$ cat config.mk
export PLATFORM = sky130hd
export DESIGN_NAME = cdamp_bridge_ctrl
export DESIGN_NICKNAME = d
export VERILOG_FILES = /design/src/rtl/cdamp_pkg.sv /design/src/rtl/cdamp_thermal.sv /design/src/rtl/cdamp_fault_latch.sv /design/src/rtl/cdamp_mode_fsm.sv /design/src/rtl/cdamp_node_drv.sv /design/src/rtl/cdamp_bridge_ctrl.sv
export SDC_FILE = /design/constraint.sdc
export NUM_CORES = 1
export LEC_CHECK = 0
export BUFFER_PORTS_ARGS = -buffer_cell sky130_fd_sc_hd__buf_2
export CAP_MARGIN = 20
export CORE_AREA = 2 2 68 70
export CTS_BUF_LIST = sky130_fd_sc_hd__clkbuf_2 sky130_fd_sc_hd__clkbuf_4 sky130_fd_sc_hd__clkbuf_8
export DETAILED_ROUTE_END_ITERATION = 6
export DIE_AREA = 0 0 70 72
export PLACE_DENSITY_LB_ADDON = 0.15
export SLEW_MARGIN = 20
export SYNTH_ARGS = -nofsm -noshare
export SYNTH_HDL_FRONTEND = slang
export SYNTH_SLANG_ARGS = --single-unit
$ cat constraint.sdc
create_clock -name clk -period 2.4 [get_ports clk]
set_clock_uncertainty 0.1 [all_clocks]
set_input_delay 0.48 -clock clk [delete_from_list [all_inputs] [get_ports clk]]
set_output_delay 0.48 -clock clk [all_outputs]
set_load 0.01 [all_outputs]
$ cat src/rtl/cdamp_pkg.sv
package cdamp_pkg;

  // Drive state requested for one output node
  typedef enum logic [1:0] {
    NODE_OFF = 2'd0,
    NODE_GND = 2'd1,
    NODE_SUP = 2'd2
  } node_t;

  // Operating mode of the bridge
  typedef enum logic [1:0] {
    MODE_SLEEP = 2'd0,
    MODE_STBY  = 2'd1,
    MODE_WAIT  = 2'd2,
    MODE_RUN   = 2'd3
  } mode_t;

  // A live node follows its PWM bit; a dead node floats
  function automatic node_t node_from_pwm(input logic live, input logic lvl);
    if (!live) return NODE_OFF;
    return lvl ? NODE_SUP : NODE_GND;
  endfunction

  // Two-threshold hysteresis: set on hot, clear on cool, hold otherwise
  function automatic logic hyst_next(input logic cur, input logic hot, input logic cool);
    if (hot) return 1'b1;
    if (cool) return 1'b0;
    return cur;
  endfunction

endpackage

$ cat src/rtl/cdamp_thermal.sv
module cdamp_thermal #(
  parameter int TEMP_W    = 8,
  parameter int WARN_ON   = 135,
  parameter int WARN_OFF  = 120,
  parameter int TRIP_TEMP = 150
) (
  input  logic              clk,
  input  logic              rst_n,
  input  logic [TEMP_W-1:0] die_temp,
  output logic              warn_q,
  output logic              over_trip
);
  localparam logic [TEMP_W-1:0] ON_CODE   = TEMP_W'(WARN_ON);
  localparam logic [TEMP_W-1:0] OFF_CODE  = TEMP_W'(WARN_OFF);
  localparam logic [TEMP_W-1:0] TRIP_CODE = TEMP_W'(TRIP_TEMP);

  logic hot, cool;
  assign hot       = (die_temp >= ON_CODE);
  assign cool      = (die_temp <= OFF_CODE);
  assign over_trip = (die_temp > TRIP_CODE);

  always_ff @(posedge clk or negedge rst_n) begin
    if (!rst_n) warn_q <= 1'b0;
    else        warn_q <= cdamp_pkg::hyst_next(warn_q, hot, cool);
  end
endmodule

$ cat src/rtl/cdamp_fault_latch.sv
module cdamp_fault_latch #(
  parameter int NCH = 2
) (
  input  logic           clk,
  input  logic           rst_n,
  input  logic           mute_n,
  input  logic [NCH-1:0] ocp,
  input  logic           pvdd_ok,
  input  logic           over_trip,
  output logic           fault_src,
  output logic           mute_rise,
  output logic           err_q
);
  logic mute_q;

  assign fault_src = (|ocp) | ~pvdd_ok | over_trip;
  assign mute_rise = mute_n & ~mute_q;

  // A cause present at the edge always wins over the release toggle
  always_ff @(posedge clk or negedge rst_n) begin
    if (!rst_n) begin
      mute_q <= 1'b0;
      err_q  <= 1'b0;
    end else begin
      mute_q <= mute_n;
      if (fault_src)      err_q <= 1'b1;
      else if (mute_rise) err_q <= 1'b0;
    end
  end
endmodule

$ cat src/rtl/cdamp_mode_fsm.sv
module cdamp_mode_fsm
  import cdamp_pkg::*;
#(
  parameter int TURNON_CYC = 40000
) (
  input  logic  clk,
  input  logic  rst_n,
  input  logic  shdn_n,
  input  logic  mute_n,
  input  logic  dvdd_ok,
  input  logic  fault_src,
  input  logic  err_q,
  output mode_t mode_q,
  output logic  bridge_live
);
  localparam int CNT_W = $clog2(TURNON_CYC + 1);
  localparam logic [CNT_W-1:0] LAST = CNT_W'(TURNON_CYC - 1);

  mode_t           mode_d;
  logic [CNT_W-1:0] cnt_q, cnt_d;
  logic            hold_off;

  assign hold_off = ~mute_n | ~dvdd_ok | fault_src | err_q;

  always_comb begin
    mode_d = mode_q;
    cnt_d  = cnt_q;
    if (!shdn_n) begin
      mode_d = MODE_SLEEP;
    end else begin
      unique case (mode_q)
        MODE_SLEEP: mode_d = MODE_STBY;
        MODE_STBY: if (!hold_off) begin
          mode_d = MODE_WAIT;
          cnt_d  = '0;
        end
        MODE_WAIT: begin
          if (hold_off)           mode_d = MODE_STBY;
          else if (cnt_q == LAST) mode_d = MODE_RUN;
          else                    cnt_d  = cnt_q + 1'b1;
        end
        MODE_RUN: if (hold_off) mode_d = MODE_STBY;
        default: mode_d = MODE_SLEEP;
      endcase
    end
  end

  always_ff @(posedge clk or negedge rst_n) begin
    if (!rst_n) begin
      mode_q <= MODE_SLEEP;
      cnt_q  <= '0;
    end else begin
      mode_q <= mode_d;
      cnt_q  <= cnt_d;
    end
  end

  // Any stop condition floats the nodes in the same cycle it is seen
  assign bridge_live = (mode_q == MODE_RUN) & shdn_n & ~hold_off;
endmodule

$ cat src/rtl/cdamp_node_drv.sv
module cdamp_node_drv
  import cdamp_pkg::*;
#(
  parameter int DEAD_CYC = 4
) (
  input  logic  clk,
  input  logic  rst_n,
  input  node_t target,
  output logic  hs_en,
  output logic  ls_en
);
  localparam int DW = $clog2(DEAD_CYC + 2);
  localparam logic [DW-1:0] DEAD_LOAD = DW'(DEAD_CYC);

  logic          want_hs, want_ls;
  logic          hs_d, ls_d;
  logic [DW-1:0] gap_q, gap_d;

  assign want_hs = (target == NODE_SUP);
  assign want_ls = (target == NODE_GND);

  // Turn-off is immediate and restarts the gap; turn-on waits for an idle node
  always_comb begin
    hs_d  = hs_en;
    ls_d  = ls_en;
    gap_d = (gap_q == '0) ? '0 : gap_q - 1'b1;
    if (hs_en && !want_hs) begin
      hs_d  = 1'b0;
      gap_d = DEAD_LOAD;
    end
    if (ls_en && !want_ls) begin
      ls_d  = 1'b0;
      gap_d = DEAD_LOAD;
    end
    if (want_hs && !hs_en && !ls_en && gap_q == '0) hs_d = 1'b1;
    if (want_ls && !ls_en && !hs_en && gap_q == '0) ls_d = 1'b1;
  end

  always_ff @(posedge clk or negedge rst_n) begin
    if (!rst_n) begin
      hs_en <= 1'b0;
      ls_en <= 1'b0;
      gap_q <= '0;
    end else begin
      hs_en <= hs_d;
      ls_en <= ls_d;
      gap_q <= gap_d;
    end
  end
endmodule

$ cat src/rtl/cdamp_bridge_ctrl.sv
module cdamp_bridge_ctrl
  import cdamp_pkg::*;
#(
  parameter int NCH        = 2,
  parameter int TEMP_W     = 8,
  parameter int WARN_ON    = 135,
  parameter int WARN_OFF   = 120,
  parameter int TRIP_TEMP  = 150,
  parameter int TURNON_CYC = 40000,
  parameter int DEAD_CYC   = 4
) (
  input  logic              clk,
  input  logic              rst_n,
  input  logic              shdn_n,
  input  logic              mute_n,
  input  logic [NCH-1:0]    pwm_p,
  input  logic [NCH-1:0]    pwm_m,
  input  logic [TEMP_W-1:0] die_temp,
  input  logic [NCH-1:0]    ocp,
  input  logic              pvdd_ok,
  input  logic              dvdd_ok,
  output logic [NCH-1:0]    hs_p,
  output logic [NCH-1:0]    ls_p,
  output logic [NCH-1:0]    hs_m,
  output logic [NCH-1:0]    ls_m,
  output logic              warn_od,
  output logic              err_od
);
  // Internal events, named for the checker and for waveform reading
  logic  warn_q, over_trip;
  logic  fault_src, mute_rise, err_q;
  logic  bridge_live;
  mode_t mode_q;

  cdamp_thermal #(
    .TEMP_W(TEMP_W), .WARN_ON(WARN_ON), .WARN_OFF(WARN_OFF), .TRIP_TEMP(TRIP_TEMP)
  ) u_thermal (
    .clk(clk), .rst_n(rst_n), .die_temp(die_temp),
    .warn_q(warn_q), .over_trip(over_trip)
  );

  cdamp_fault_latch #(.NCH(NCH)) u_fault (
    .clk(clk), .rst_n(rst_n), .mute_n(mute_n), .ocp(ocp), .pvdd_ok(pvdd_ok),
    .over_trip(over_trip), .fault_src(fault_src), .mute_rise(mute_rise), .err_q(err_q)
  );

  cdamp_mode_fsm #(.TURNON_CYC(TURNON_CYC)) u_fsm (
    .clk(clk), .rst_n(rst_n), .shdn_n(shdn_n), .mute_n(mute_n), .dvdd_ok(dvdd_ok),
    .fault_src(fault_src), .err_q(err_q), .mode_q(mode_q), .bridge_live(bridge_live)
  );

  for (genvar c = 0; c < NCH; c++) begin : g_ch
    node_t tgt_p, tgt_m;
    assign tgt_p = node_from_pwm(bridge_live, pwm_p[c]);
    assign tgt_m = node_from_pwm(bridge_live, pwm_m[c]);

    cdamp_node_drv #(.DEAD_CYC(DEAD_CYC)) u_node_p (
      .clk(clk), .rst_n(rst_n), .target(tgt_p), .hs_en(hs_p[c]), .ls_en(ls_p[c])
    );
    cdamp_node_drv #(.DEAD_CYC(DEAD_CYC)) u_node_m (
      .clk(clk), .rst_n(rst_n), .target(tgt_m), .hs_en(hs_m[c]), .ls_en(ls_m[c])
    );
  end

  assign warn_od = warn_q;
  assign err_od  = err_q;
endmodule

==> results.md, run 1 <==
- Syn Std Cell Area: between 2000 and 2500 µm²
- Req. time, crit path: 2.50 ns
- Worst-path maximum fanout: 13
- Final hold violation count: 0
- Clk root buf: clkbuf_8
- Max-slew headroom: roughly 66%
- Clk buf depth: 2
- Total track usage: 17.5%
- DR WL/cell: 12.5 µm
- First-pass GRT wire length: 7110 µm
- Pleak: 1.21 nW
- Outcome: finished clean
- Num rows: 24
- Final Slew Violations: 0
- Mean Syn Cell Area: 9.25 µm²
- R2r setup slk: 0.22 ns
- Ant diodes: 0
- Ys Warns: 0
- Clk sinks: 41
- Slew @ Worst Pin: 0.512 ns
- Area Overhead vs Synth: 13.6%
- DR iter-0 viols: 86
- Largest net degree at the start of global routing: 27
- Initial Util: 54.2%
- FF+latch count, synth: 41
- Crit end category: register
- I/O Buffers: 29
- Final Critical Period: 2.18 ns
- First-pass DRT Iterations: 4
- Clk_lat worst skew: 0.30 ns
- R2R Path End: u_fsm.cnt_q[8]$_DFFE_PN0P_
- Final Setup Violations: 0
- Reg2Reg Depth: 6
- Max-cap violations: 0
- Post-route ant nets: 0
- Crit Path Category: reg2reg
- Period utilization: 90.8%
- Maximum VDD drop: 0.328 mV
- Vias/cell: 5.58
- Total gr overflow: 0
- # IOs: 30
- Die H: 72 µm
- Vias in the first global route: 1,715
- Min-Delay Path Class: in2async
- # DRC: 0
- Arrival time worst endpoint: approximately 2.3 ns
- Die area: 5040 µm²
- Final Non-Filler Cells: 335
- Sequential cell area fraction in the yosys report: 44.4%
- Initial antenna violation count: 0
- GPL Wtd Cong: 0.785
- H-Tree Depth: 2
- RSZ-0062 raised after global routing: no
- CTS tree: built
- CTS Hold Bufs: 0
- CTS Buf Count: 5
- Worst setup SP type: register
- Core Area: 4260 µm²
- PD cells: 520 nW/µm²
- Setup_tns: 0 ns
- Total Wirelength: 4190 µm
- Via count: between 1,500 and 2,000
- Mapped Cells: 250
- Reg clk slew, reported paths: 0.09 ns
- Fmax: 459 MHz
- Die Wd: 70 µm
- DP HPWL: around 3100 µm
- Placed Cells incl. Taps: approximately 330
- Fraction of layout cells with a size suffix above 1: 20.5%
- Worst reg2reg path startpoint: u_fsm.cnt_q[0]$_DFFE_PN0P_
- Synth unique cells: 39
- Syn_nets: 283
- Nets: 315
metal layers:
layer	track usage [%]	routed length [µm]	vias up
met4	7.48	80	0
met3	4.31	160	8
met2	28.9	1900	35
met1	22.1	2050	879
li1	-	-	946
met5	0	0	-
per-stage QoR:
step / util [%] / cell area, µm² / total power (W) / setup slack [ns] / hold slack [ns]
floorplan: - / 2310 / 0.000772 / 0.391 / 0.0844
global placement: 58.5 / 2500 / 0.000820 / 0.154 / 0.339
detailed placement: 58.5 / 2500 / 0.000822 / 0.103 / 0.350
CTS: 61.2 / 2610 / 0.00138 / 0.149 / 0.0444
global route: 61.6 / 2630 / 0.00142 / 0.0290 / 0.0682
finish: 61.6 / 2630 / 0.00137 / 0.220 / 0.0284
placed cells by master (no fill, tap or decap), drive strengths merged, types with 2 or more instances in the layout:
cell,n
dfrtp,41
buf,35
a21oi,27
inv,21
nand2,21
o21ai,18
ha,13
nor2,12
nor3,11
or3,11
nand3,10
or2,9
nand4,5
and4,5
clkbuf,5
nor3b,4
nand2b,4
o31ai,3
a2bb2oi,3
a31oi,3
and2,2
o21a,2
o2111ai,2
timing repair:
action / in CTS / in global routing
resized for setup: 0 / 0
setup endpoints to repair: 0 / 1
setup buffers: 0 / 0
sequential cells by signal, summed over array words and instances, names as in the netlist, 2 cells and up:
| register | flops |
|---|---|
| g_ch.u_node_m.gap_q | 6 |
| g_ch.u_node_m.hs_en | 2 |
| g_ch.u_node_m.ls_en | 2 |
| g_ch.u_node_p.gap_q | 6 |
| g_ch.u_node_p.hs_en | 2 |
| g_ch.u_node_p.ls_en | 2 |
| u_fsm.cnt_q | 16 |
| u_fsm.mode_q | 2 |
layout make-up:
class                           count  area, µm²
Timing Repair Buffer               35        203
Clock inverter                      3       46.3
Sequential cell                    41       1030
Tap cell                           52       65.1
Fill cell                         376       1640
Multi-Input combinational cell    178       1140
Inverter                           21       78.8
Clock buffer                        5       68.8
synth_stat cells, drive strengths merged:
cell type | count | area (µm²)
dfrtp | 41 | 1030
a21oi | 27 | 135
inv | 21 | 78.8
nand2 | 21 | 78.8
o21ai | 18 | 90.1
ha | 13 | 163
nor2 | 12 | 61.3
buf | 11 | 83.8
nor3 | 11 | 55.1
or3 | 11 | 68.8
nand3 | 10 | 55.1
or2 | 9 | 56.3
and4 | 5 | 43.8
nand4 | 5 | 31.3
nand2b | 4 | 25.0
nor3b | 4 | 30.0
a2bb2oi | 3 | 26.3
a31oi | 3 | 18.8
o31ai | 3 | 22.5
and2 | 2 | 12.5
o21a | 2 | 15.0
a21o | 1 | 7.51
a31o | 1 | 8.76
a41oi | 1 | 8.76
and4b | 1 | 10.0
mux2i | 1 | 10.0
nand3b | 1 | 7.51
nor2b | 1 | 6.26
nor4 | 1 | 6.26
nor4b | 1 | 8.76
o2111ai | 1 | 26.3
o211ai | 1 | 7.51
o22a | 1 | 8.76
or3b | 1 | 11.3
or4 | 1 | 7.51
worst max-delay path: stages, from the launching register on:
cell	delay (ns)
dfrtp_1	0.43
ha_1	0.24
and4_1	0.20
nand4_1	0.25
o2111ai_4	0.26
or2_2	0.38
o31ai_1	0.24
power by group:
part	switching (W)	leakage (nW)	internal [W]
registers	0.00000818	0.562	0.000697
logic	0.0000581	0.590	0.0000454
clock network	0.000247	0.0543	0.000311
total	0.000313	1.21	0.00105
cells by family after synthesis:
kind of cell,Yosys count,synth area share (%)
buffers and inverters,32,7.03
muxes,1,0.433
DFF,41,44.4
AOI/OAI and AO/OA,62,16.2
adders and majority gates,13,7.03
and+or+nand+nor,101,24.9
worst max-delay path by stage:
stage | cells past startpoint | start | to | slack [ns]
floorplan | 6 | ocp[1] | u_fsm.cnt_q[11]$_DFFE_PN0P_ | 0.39
global placement | 6 | ocp[1] | u_fsm.cnt_q[8]$_DFFE_PN0P_ | 0.15
detailed placement | 6 | ocp[1] | u_fsm.cnt_q[8]$_DFFE_PN0P_ | 0.10
CTS | 6 | u_fsm.cnt_q[0]$_DFFE_PN0P_ | u_fsm.cnt_q[8]$_DFFE_PN0P_ | 0.15
global route | 5 | u_fsm.cnt_q[7]$_DFFE_PN0P_ | u_fsm.cnt_q[13]$_DFFE_PN0P_ | 0.03
finish | 6 | u_fsm.cnt_q[0]$_DFFE_PN0P_ | u_fsm.cnt_q[8]$_DFFE_PN0P_ | 0.22
Note: power is estimated with default switching activity, not from simulation.
==> run 2, diff against run 1 <==
--- a/config.mk
+++ b/config.mk
@@ -7,11 +7,12 @@
 export LEC_CHECK = 0
 export BUFFER_PORTS_ARGS = -buffer_cell sky130_fd_sc_hd__buf_2
 export CAP_MARGIN = 20
-export CORE_AREA = 2 2 68 70
+export CORE_AREA = 2 2 69 71
 export CTS_BUF_LIST = sky130_fd_sc_hd__clkbuf_2 sky130_fd_sc_hd__clkbuf_4 sky130_fd_sc_hd__clkbuf_8
 export DETAILED_ROUTE_END_ITERATION = 6
-export DIE_AREA = 0 0 70 72
-export PLACE_DENSITY_LB_ADDON = 0.15
+export DIE_AREA = 0 0 71 73
+export HOLD_SLACK_MARGIN = 0.08
+export PLACE_DENSITY = 0.76
 export SLEW_MARGIN = 20
 export SYNTH_ARGS = -nofsm -noshare
 export SYNTH_HDL_FRONTEND = slang
==> constraint.sdc (replaced) <==
create_clock -name clk -period 1.9 [get_ports clk]
set_clock_uncertainty 0.1 [all_clocks]
set_input_delay 0.38 -clock clk [delete_from_list [all_inputs] [get_ports clk]]
set_output_delay 0.38 -clock clk [all_outputs]
set_load 0.01 [all_outputs]
==> run 2 against run 1 <==
Against the previous run:
- non-clock buffer count rose by 34
- register-to-register slack got worse by 0.38 ns
- critical path depth rose by 1
- die area rose by 2.8%
- sequential power rose by 26%
- utilization rose by 5.5 points
- critical endpoint is now u_fsm.cnt_q[9]$_DFFE_PN0P_
- the run now ends with setup timing left
- largest power group unchanged
- worst hold slack improved by 0.091 ns
- via count rose by 11%
- clock power rose by 33%
==> results.md, run 2 (synthesis results as in run 1) <==
- RSZ-0062 raised after global routing: yes
- DP HPWL: ~3700 µm
- Reg clk slew, reported paths: approximately 0.09 ns
- Final Critical Period: 2.06 ns
- Worst setup SP type: register
- Num rows: 25
- Min-Delay Path Class: in2reg
- Slew @ Worst Pin: about 0.39 ns
- Final hold violation count: 0
- Reg2Reg Depth: 7
- First-pass DRT Iterations: 5
- First-pass GRT wire length: roughly 8600 µm
- Ant diodes: 0
- Largest net degree at the start of global routing: 18
- Arrival time worst endpoint: 2.18 ns
- # DRC: 0
- Req. time, crit path: 2.02 ns
- Fmax: 485 MHz
- # fillers: 344
- Vias in the first global route: 1,990
- Max-cap violations: 0
- Initial Util: 51.0%
- Post-DP Area: approximately 2700 µm²
- Die H: roughly 73 µm
- Maximum VDD drop: 0.374 mV
- Max-slew headroom: 74.1%
- Core Area: 4540 µm²
- CTS Buf Count: 5
- # IOs: 30
- Nets: 348
- Hold path depth: 1
- Largest register FFs: 16
- Clk sinks: 41
- Initial antenna violation count: 0
- Commonest cells after routing, fill and taps aside: dfrtp_1, buf_4, buf_2, a21oi_1, inv_1
- Final Slew Violations: 0
- Pleak: approximately 1.4 nW
- DR iter-0 viols: 92
- Fraction of layout cells with a size suffix above 1: 35.8%
- Via count: 2,069
- Area Overhead vs Synth: 31.6%
- Vias/cell: 5.59
- Crit end category: register
- Worst Hold End: u_fault.mute_q$_DFF_PN0_
- Clk_lat worst skew: a little under 0.3 ns
- Hold path start: mute_n
- Multi-input logic area: 1250 µm²
- Worst-path maximum fanout: 6
- Setup_tns: -1.56 ns
- Period utilization: 108%
- Total track usage: 21.0%
- DR WL/cell: approximately 14 µm
- Regs by FF count: u_fsm.cnt_q: 16 flops, g_ch.u_node_m.gap_q: 6 flops, g_ch.u_node_p.gap_q: 6 flops
- Crit Path Category: reg2reg
- R2r setup slk: -0.16 ns
- Failing checks: setup timing
- Die area: 5180 µm²
- Outcome: finished, violations left
- Total Wirelength: 5070 µm
- R2R Path End: u_fsm.cnt_q[9]$_DFFE_PN0P_
- Clk root buf: clkbuf_8
- Biggest register: u_fsm.cnt_q
- H-Tree Depth: 2
- GPL Wtd Cong: 0.781
- Worst reg2reg path startpoint: u_fsm.cnt_q[1]$_DFFE_PN0P_
- Most common cell after layout, fill and taps aside: dfrtp_1
- Area taken by flip-flops and latches: slightly above 1000 µm²
- I/O Buffers: 29
- Total gr overflow: 0
- Post-route ant nets: 0
- PD cells: 592 nW/µm²
- Setup WS post-layout: -0.161 ns
- CTS tree: built
- Clk buf depth: 2
- Final Setup Violations: 15
- Die Wd: 71 µm
- Post-route cell area: 3040 µm²
## run 2: cell types whose count changed in the layout (fill, tap and decap cells not counted), sizes merged
cell	change
clkbuf	+2
clkinv	-1
o2111ai	-1
dlygate4sd3	+1
buf	+32
## run 2: layout make-up
| type | count | area share, % |
|---|---|---|
| clock buffers | 6 | 2.71 |
| clock inverters | 2 | 1.23 |
| inverters | 21 | 2.59 |
| multi-input cells | 177 | 41.0 |
| flip-flops and latches | 41 | 33.8 |
| well taps | 54 | 2.22 |
| repair buffers | 69 | 16.4 |
## run 2: critical path, stage by stage, from the launching register on
cell and delay (ns):
dfrtp_1 0.39, ha_2 0.20, and4_1 0.18, nand4_1 0.18
o2111ai_4 0.25, buf_12 0.21, or3_1 0.33, a21oi_1 0.14
## run 2: power breakdown
part | leakage (nW) | switching (W) | total, W | internal, W
registers | 0.560 | 0.00000608 | 0.000886 | 0.000880
logic | 0.792 | 0.0000901 | 0.000172 | 0.0000823
clock network | 0.0574 | 0.000316 | 0.000744 | 0.000427
total | 1.41 | 0.000413 | 0.00180 | 0.00139
## run 2: worst max-delay path by stage
stage	to	startpoint	slack, ns
2_1_floorplan	u_fsm.cnt_q[11]$_DFFE_PN0P_	u_fsm.cnt_q[1]$_DFFE_PN0P_	0.009
3_3_place_gp	g_ch[1].u_node_p.gap_q[2]$_DFF_PN0_	ocp[1]	-0.09
3_5_place_dp	u_fsm.cnt_q[15]$_DFFE_PN0P_	ocp[1]	-0.14
4_1_cts	u_fsm.cnt_q[11]$_DFFE_PN0P_	u_fsm.cnt_q[0]$_DFFE_PN0P_	-0.07
5_1_grt	u_fsm.cnt_q[8]$_DFFE_PN0P_	u_fsm.cnt_q[1]$_DFFE_PN0P_	-0.24
6_report	u_fsm.cnt_q[9]$_DFFE_PN0P_	u_fsm.cnt_q[1]$_DFFE_PN0P_	-0.16
## run 2: what timing repair did
item                                   4_1_cts  5_1_grt
hold buffers                                 1        0
pin swaps                                    6       23
gates resized for setup                      4       37
gates cloned                                 1        1
endpoints found under the hold margin       13        0
setup buffers                                3        1
setup endpoints to repair                   12       25
## run 2: per-stage QoR
| step | setup WS [ns] | std cells | power, W | utilization, % | hold WS [ns] |
|---|---|---|---|---|---|
| floorplan | 0.00925 | 250 | 0.000975 | - | -0.0156 |
| global placement | -0.0855 | 357 | 0.00106 | 59.9 | 0.204 |
| detailed placement | -0.138 | 357 | 0.00106 | 59.9 | 0.208 |
| CTS | -0.0661 | 370 | 0.00180 | 64.3 | 0.116 |
| global route | -0.243 | 370 | 0.00188 | 67.1 | 0.104 |
| finish | -0.161 | 370 | 0.00180 | 67.1 | 0.119 |
## run 2: metal layers
metal / share of wire [%] / wire, µm / vias up / track usage (%)
li1: - / - / 1007 / -
met3: 4.5 / 228 / 5 / 4.97
met4: 0.97 / 49 / 0 / 6.29
met5: 0 / 0 / - / 0
met2: 50 / 2530 / 54 / 37.2
met1: 45 / 2270 / 1003 / 25.6
==> run 3, diff against run 2 <==
--- a/config.mk
+++ b/config.mk
@@ -7,13 +7,14 @@
 export LEC_CHECK = 0
 export BUFFER_PORTS_ARGS = -buffer_cell sky130_fd_sc_hd__buf_2
 export CAP_MARGIN = 20
-export CORE_AREA = 2 2 69 71
+export CORE_AREA = 2 2 70 72
 export CTS_BUF_LIST = sky130_fd_sc_hd__clkbuf_2 sky130_fd_sc_hd__clkbuf_4 sky130_fd_sc_hd__clkbuf_8
 export DETAILED_ROUTE_END_ITERATION = 6
-export DIE_AREA = 0 0 71 73
+export DIE_AREA = 0 0 72 74
 export HOLD_SLACK_MARGIN = 0.08
 export PLACE_DENSITY = 0.76
 export SLEW_MARGIN = 20
 export SYNTH_ARGS = -nofsm -noshare
 export SYNTH_HDL_FRONTEND = slang
+export SYNTH_HIERARCHICAL = 1
 export SYNTH_SLANG_ARGS = --single-unit
==> run 3 against run 2 <==
Against the previous run:
- routed wire length grew 28%
- sequential cell count unchanged
- worst setup slack worse by 0.56 ns
- global-route usage increased by 3.0 points
- register-to-register slack worse by 0.04 ns
- utilization is 6.4 points higher
- the flow still finishes with violations (setup timing)
- critical path depth increased by 4
- clock power increased by 16%
- critical path type is now in2reg
- largest power group unchanged
- fmax is 21% lower
- synthesized area is 3.9% higher
==> results.md, run 3 <==
- Most used DFF post-synth: dfrtp_1
- Final Critical Period: 2.62 ns
- Ys Warns: 6
- R2R Path End: g_ch[1].u_node_m/gap_q[2]$_DFF_PN0_
- Total gr overflow: 0
- Area Overhead vs Synth: 40.6%
- First-pass DRT Iterations: 4
- Worst Path Buf+Inv: 1
- # IOs: 30
- Synth top area cells: dfrtp_1, a21oi_1, nand3_1, ha_1, o21ai_0
- DP Worst Slack: -0.993 ns
- Outcome: finished, violations left
- Total track usage: 24.0%
- Worst path max stage delay: 0.49 ns
- Final hold violation count: 0
- Maximum VDD drop: between 0.5 and 0.6 mV
- RSZ-0062 raised after global routing: yes
- Synth top cells by count: dfrtp_1, a21oi_1, nand2_1, nand3_1, nor2_1
- Clk root buf: clkbuf_8
- Crit Path Category: in2reg
- DR iter-0 viols: 103
- Internal: 0.00150 W
- Max-slew headroom: 69.8%
- DP HPWL: around 4000 µm
- Vias/cell: 5.87
- Core Area: 4600 µm²
- Sequential cell area fraction in the yosys report: 42.7%
- CP startpoint: die_temp[2]
- # fillers: 301
- Initial Util: 52.2%
- Clock share of power: 44.5%
- DR WL/cell: between 15 and 20 µm
- Ant diodes: 0
- Fraction of layout cells with a size suffix above 1: 46.2%
- CTS tree: built
- H-Tree Depth: 2
- Arrival time worst endpoint: 2.74 ns
- Sw frac: 22.5%
- Num rows: 25
- Worst reg2reg path startpoint: u_fsm/mode_q[0]$_DFFE_PN0P_
- GPL Wtd Cong: 0.877
- Min-Delay Path Class: in2reg
- Net Sw Power: ~0.00044 W
- Area taken by flip-flops and latches: 1030 µm²
- Combinational share of power: 9.3%
- Largest net degree at the start of global routing: 24
- Post-route cell area: 3380 µm²
- Post-route ant nets: 0
- Reg2Reg Depth: 8
- Pleak: roughly 1.6 nW
- Initial antenna violation count: 0
- Total Wirelength: 6500 µm
- Placed Cells incl. Taps: 359
- Fmax: 381 MHz
- Largest register FFs: 16
- Worst-path maximum fanout: 8
- Vias in the first global route: 2,262
- Fin Hold WS: roughly 0.12 ns
- Biggest register: u_fsm/cnt_q
- CP endpoint: g_ch[1].u_node_m/gap_q[0]$_DFF_PN0_
- Final Setup Violations: 38
- Period utilization: 138%
- Regs by FF count: u_fsm/cnt_q: 16 flops, g_ch.u_node_m/gap_q: 6 flops, g_ch.u_node_p/gap_q: 6 flops
- Failing checks: setup timing
- Slew @ Worst Pin: 0.453 ns
- Post-synth EDFFs: 0
- Largest delay contributor family on the critical path: simple AND/OR/NAND/NOR gates
- Worst setup SP type: input pin
- Ys async rst share: 100%
- Hold path depth: 1
- Critical-path top delay cell: or4b_4
- Max-cap violations: 0
- Levels on crit path: 11
- Clk sinks: 41
- Reg clk slew, reported paths: 0.09 ns
- Die H: 74 µm
- Setup WS post-layout: -0.725 ns
- Register share of total power: 46.1%
- Clk buf depth: 2
- PD cells: 572 nW/µm²
- Post-DP Area: 2890 µm²
- # DRC: 0
- Die area: 5330 µm²
- Most common cell in the synthesized netlist: dfrtp_1
- Top-area cell type share of the netlist area: between 40 and 50%
- Synth unique cells: 55
- Nets: 353
- Most common cell after layout, fill and taps aside: dfrtp_1
- Via count: ~2,200
- CTS Buf Count: 5
- Die Wd: 72 µm
- Syn_nets: 271
- Synth area leader: dfrtp_1
- Commonest cells after routing, fill and taps aside: dfrtp_1, buf_4, buf_2, a21oi_1, inv_1
- Multi-input logic area: 1520 µm²
- First-pass GRT wire length: 9990 µm
- Mean Syn Cell Area: a little under 10 µm²
- FF+latch count, synth: 41
- R2r setup slk: -0.20 ns
- Mapped Cells: 246
- I/O Buffers: 29
- Req. time, crit path: 2.02 ns
- Final Slew Violations: 0
- Overall Power: around 0.0019 W
- Clk_lat worst skew: 0.30 ns
- Final Non-Filler Cells: 383
- Syn Std Cell Area: 2400 µm²
- Crit-path cells: buf_8, a31oi_4, nor2b_1, o31a_1, or4b_4, and4bb_2, and3_4, and2b_2, nand2b_4, a21o_4, a211oi_2
- Crit end category: register
## run 3: logic make-up (layout without fill, tap and decap cells)
kind of cell             Yosys count  in the layout  synth area share (%)
AO/OA/AOI/OAI                     75             76                  22.3
adder cells (fa/ha/maj)            5              5                  2.60
buffers and inverters             16             98                  3.33
flip-flops                        41             41                  42.7
multiplexers                       2              2                 0.833
AND/OR/NAND/NOR                  107            107                  28.2
## run 3: metrics by stage
step	setup TNS [ns]	util, %
2_1_floorplan	-23.39	-
3_3_place_gp	-31.13	62.8
3_5_place_dp	-32.20	62.8
4_1_cts	-19.43	70.4
5_1_grt	-24.95	73.4
6_report	-22.66	73.4
## run 3: layer usage
metal / track usage [%] / wire length [µm] / share of wire [%] / up-vias
li1: - / - / - / 1066
met5: 0 / 0 / 0 / -
met2: 42.9 / 3510 / 54 / 62
met1: 28.7 / 2570 / 40 / 1103
met3: 5.15 / 288 / 4.4 / 18
met4: 9.01 / 128 / 2.0 / 0
## run 3: worst min-delay path by stage
stage / endpoint / slack (ns) / from
floorplan: g_ch[0].u_node_m/gap_q[0]$_DFF_PN0_ / -0.02 / rst_n
global placement: g_ch[0].u_node_p/ls_en$_DFFE_PN0P_ / 0.25 / rst_n
detailed placement: g_ch[0].u_node_p/ls_en$_DFFE_PN0P_ / 0.25 / rst_n
CTS: u_fault/mute_q$_DFF_PN0_ / 0.1 / mute_n
global route: u_fault/mute_q$_DFF_PN0_ / 0.10 / mute_n
finish: u_fault/mute_q$_DFF_PN0_ / 0.12 / mute_n
## run 3: timing repair
item	in CTS	in global routing
hold buffers	1	0
endpoints found under the setup margin	38	38
gates cloned	1	0
gates resized for setup	28	26
pin swaps	16	11
endpoints found under the hold margin	18	0
setup buffers	9	11
## run 3: power groups by stage
stage               registers (W)  logic (W)  clock network [W]
floorplan                0.000909  0.0000694                  0
global placement         0.000907   0.000155                  0
detailed placement       0.000907   0.000160                  0
CTS                      0.000890   0.000166           0.000875
global route             0.000893   0.000197           0.000910
finish                   0.000891   0.000180           0.000861
## run 3: area by class of cell
| class | count | area share, % |
|---|---|---|
| inverters | 14 | 1.56 |
| repair buffers | 76 | 17.0 |
| multi-input cells | 190 | 45.0 |
| clock inverters | 3 | 2.04 |
| well taps | 54 | 2.00 |
| flip-flops and latches | 41 | 30.4 |
| clock buffers | 5 | 2.04 |
## run 3: worst register-to-register path: stages (launching register included)
cell and delay, ns:
dfrtp_1 0.39, buf_4 0.15, ha_1 0.22, and3_4 0.21, and2b_2 0.24, buf_6 0.12
nand2b_4 0.13, or2_4 0.24, a21bo_1 0.19
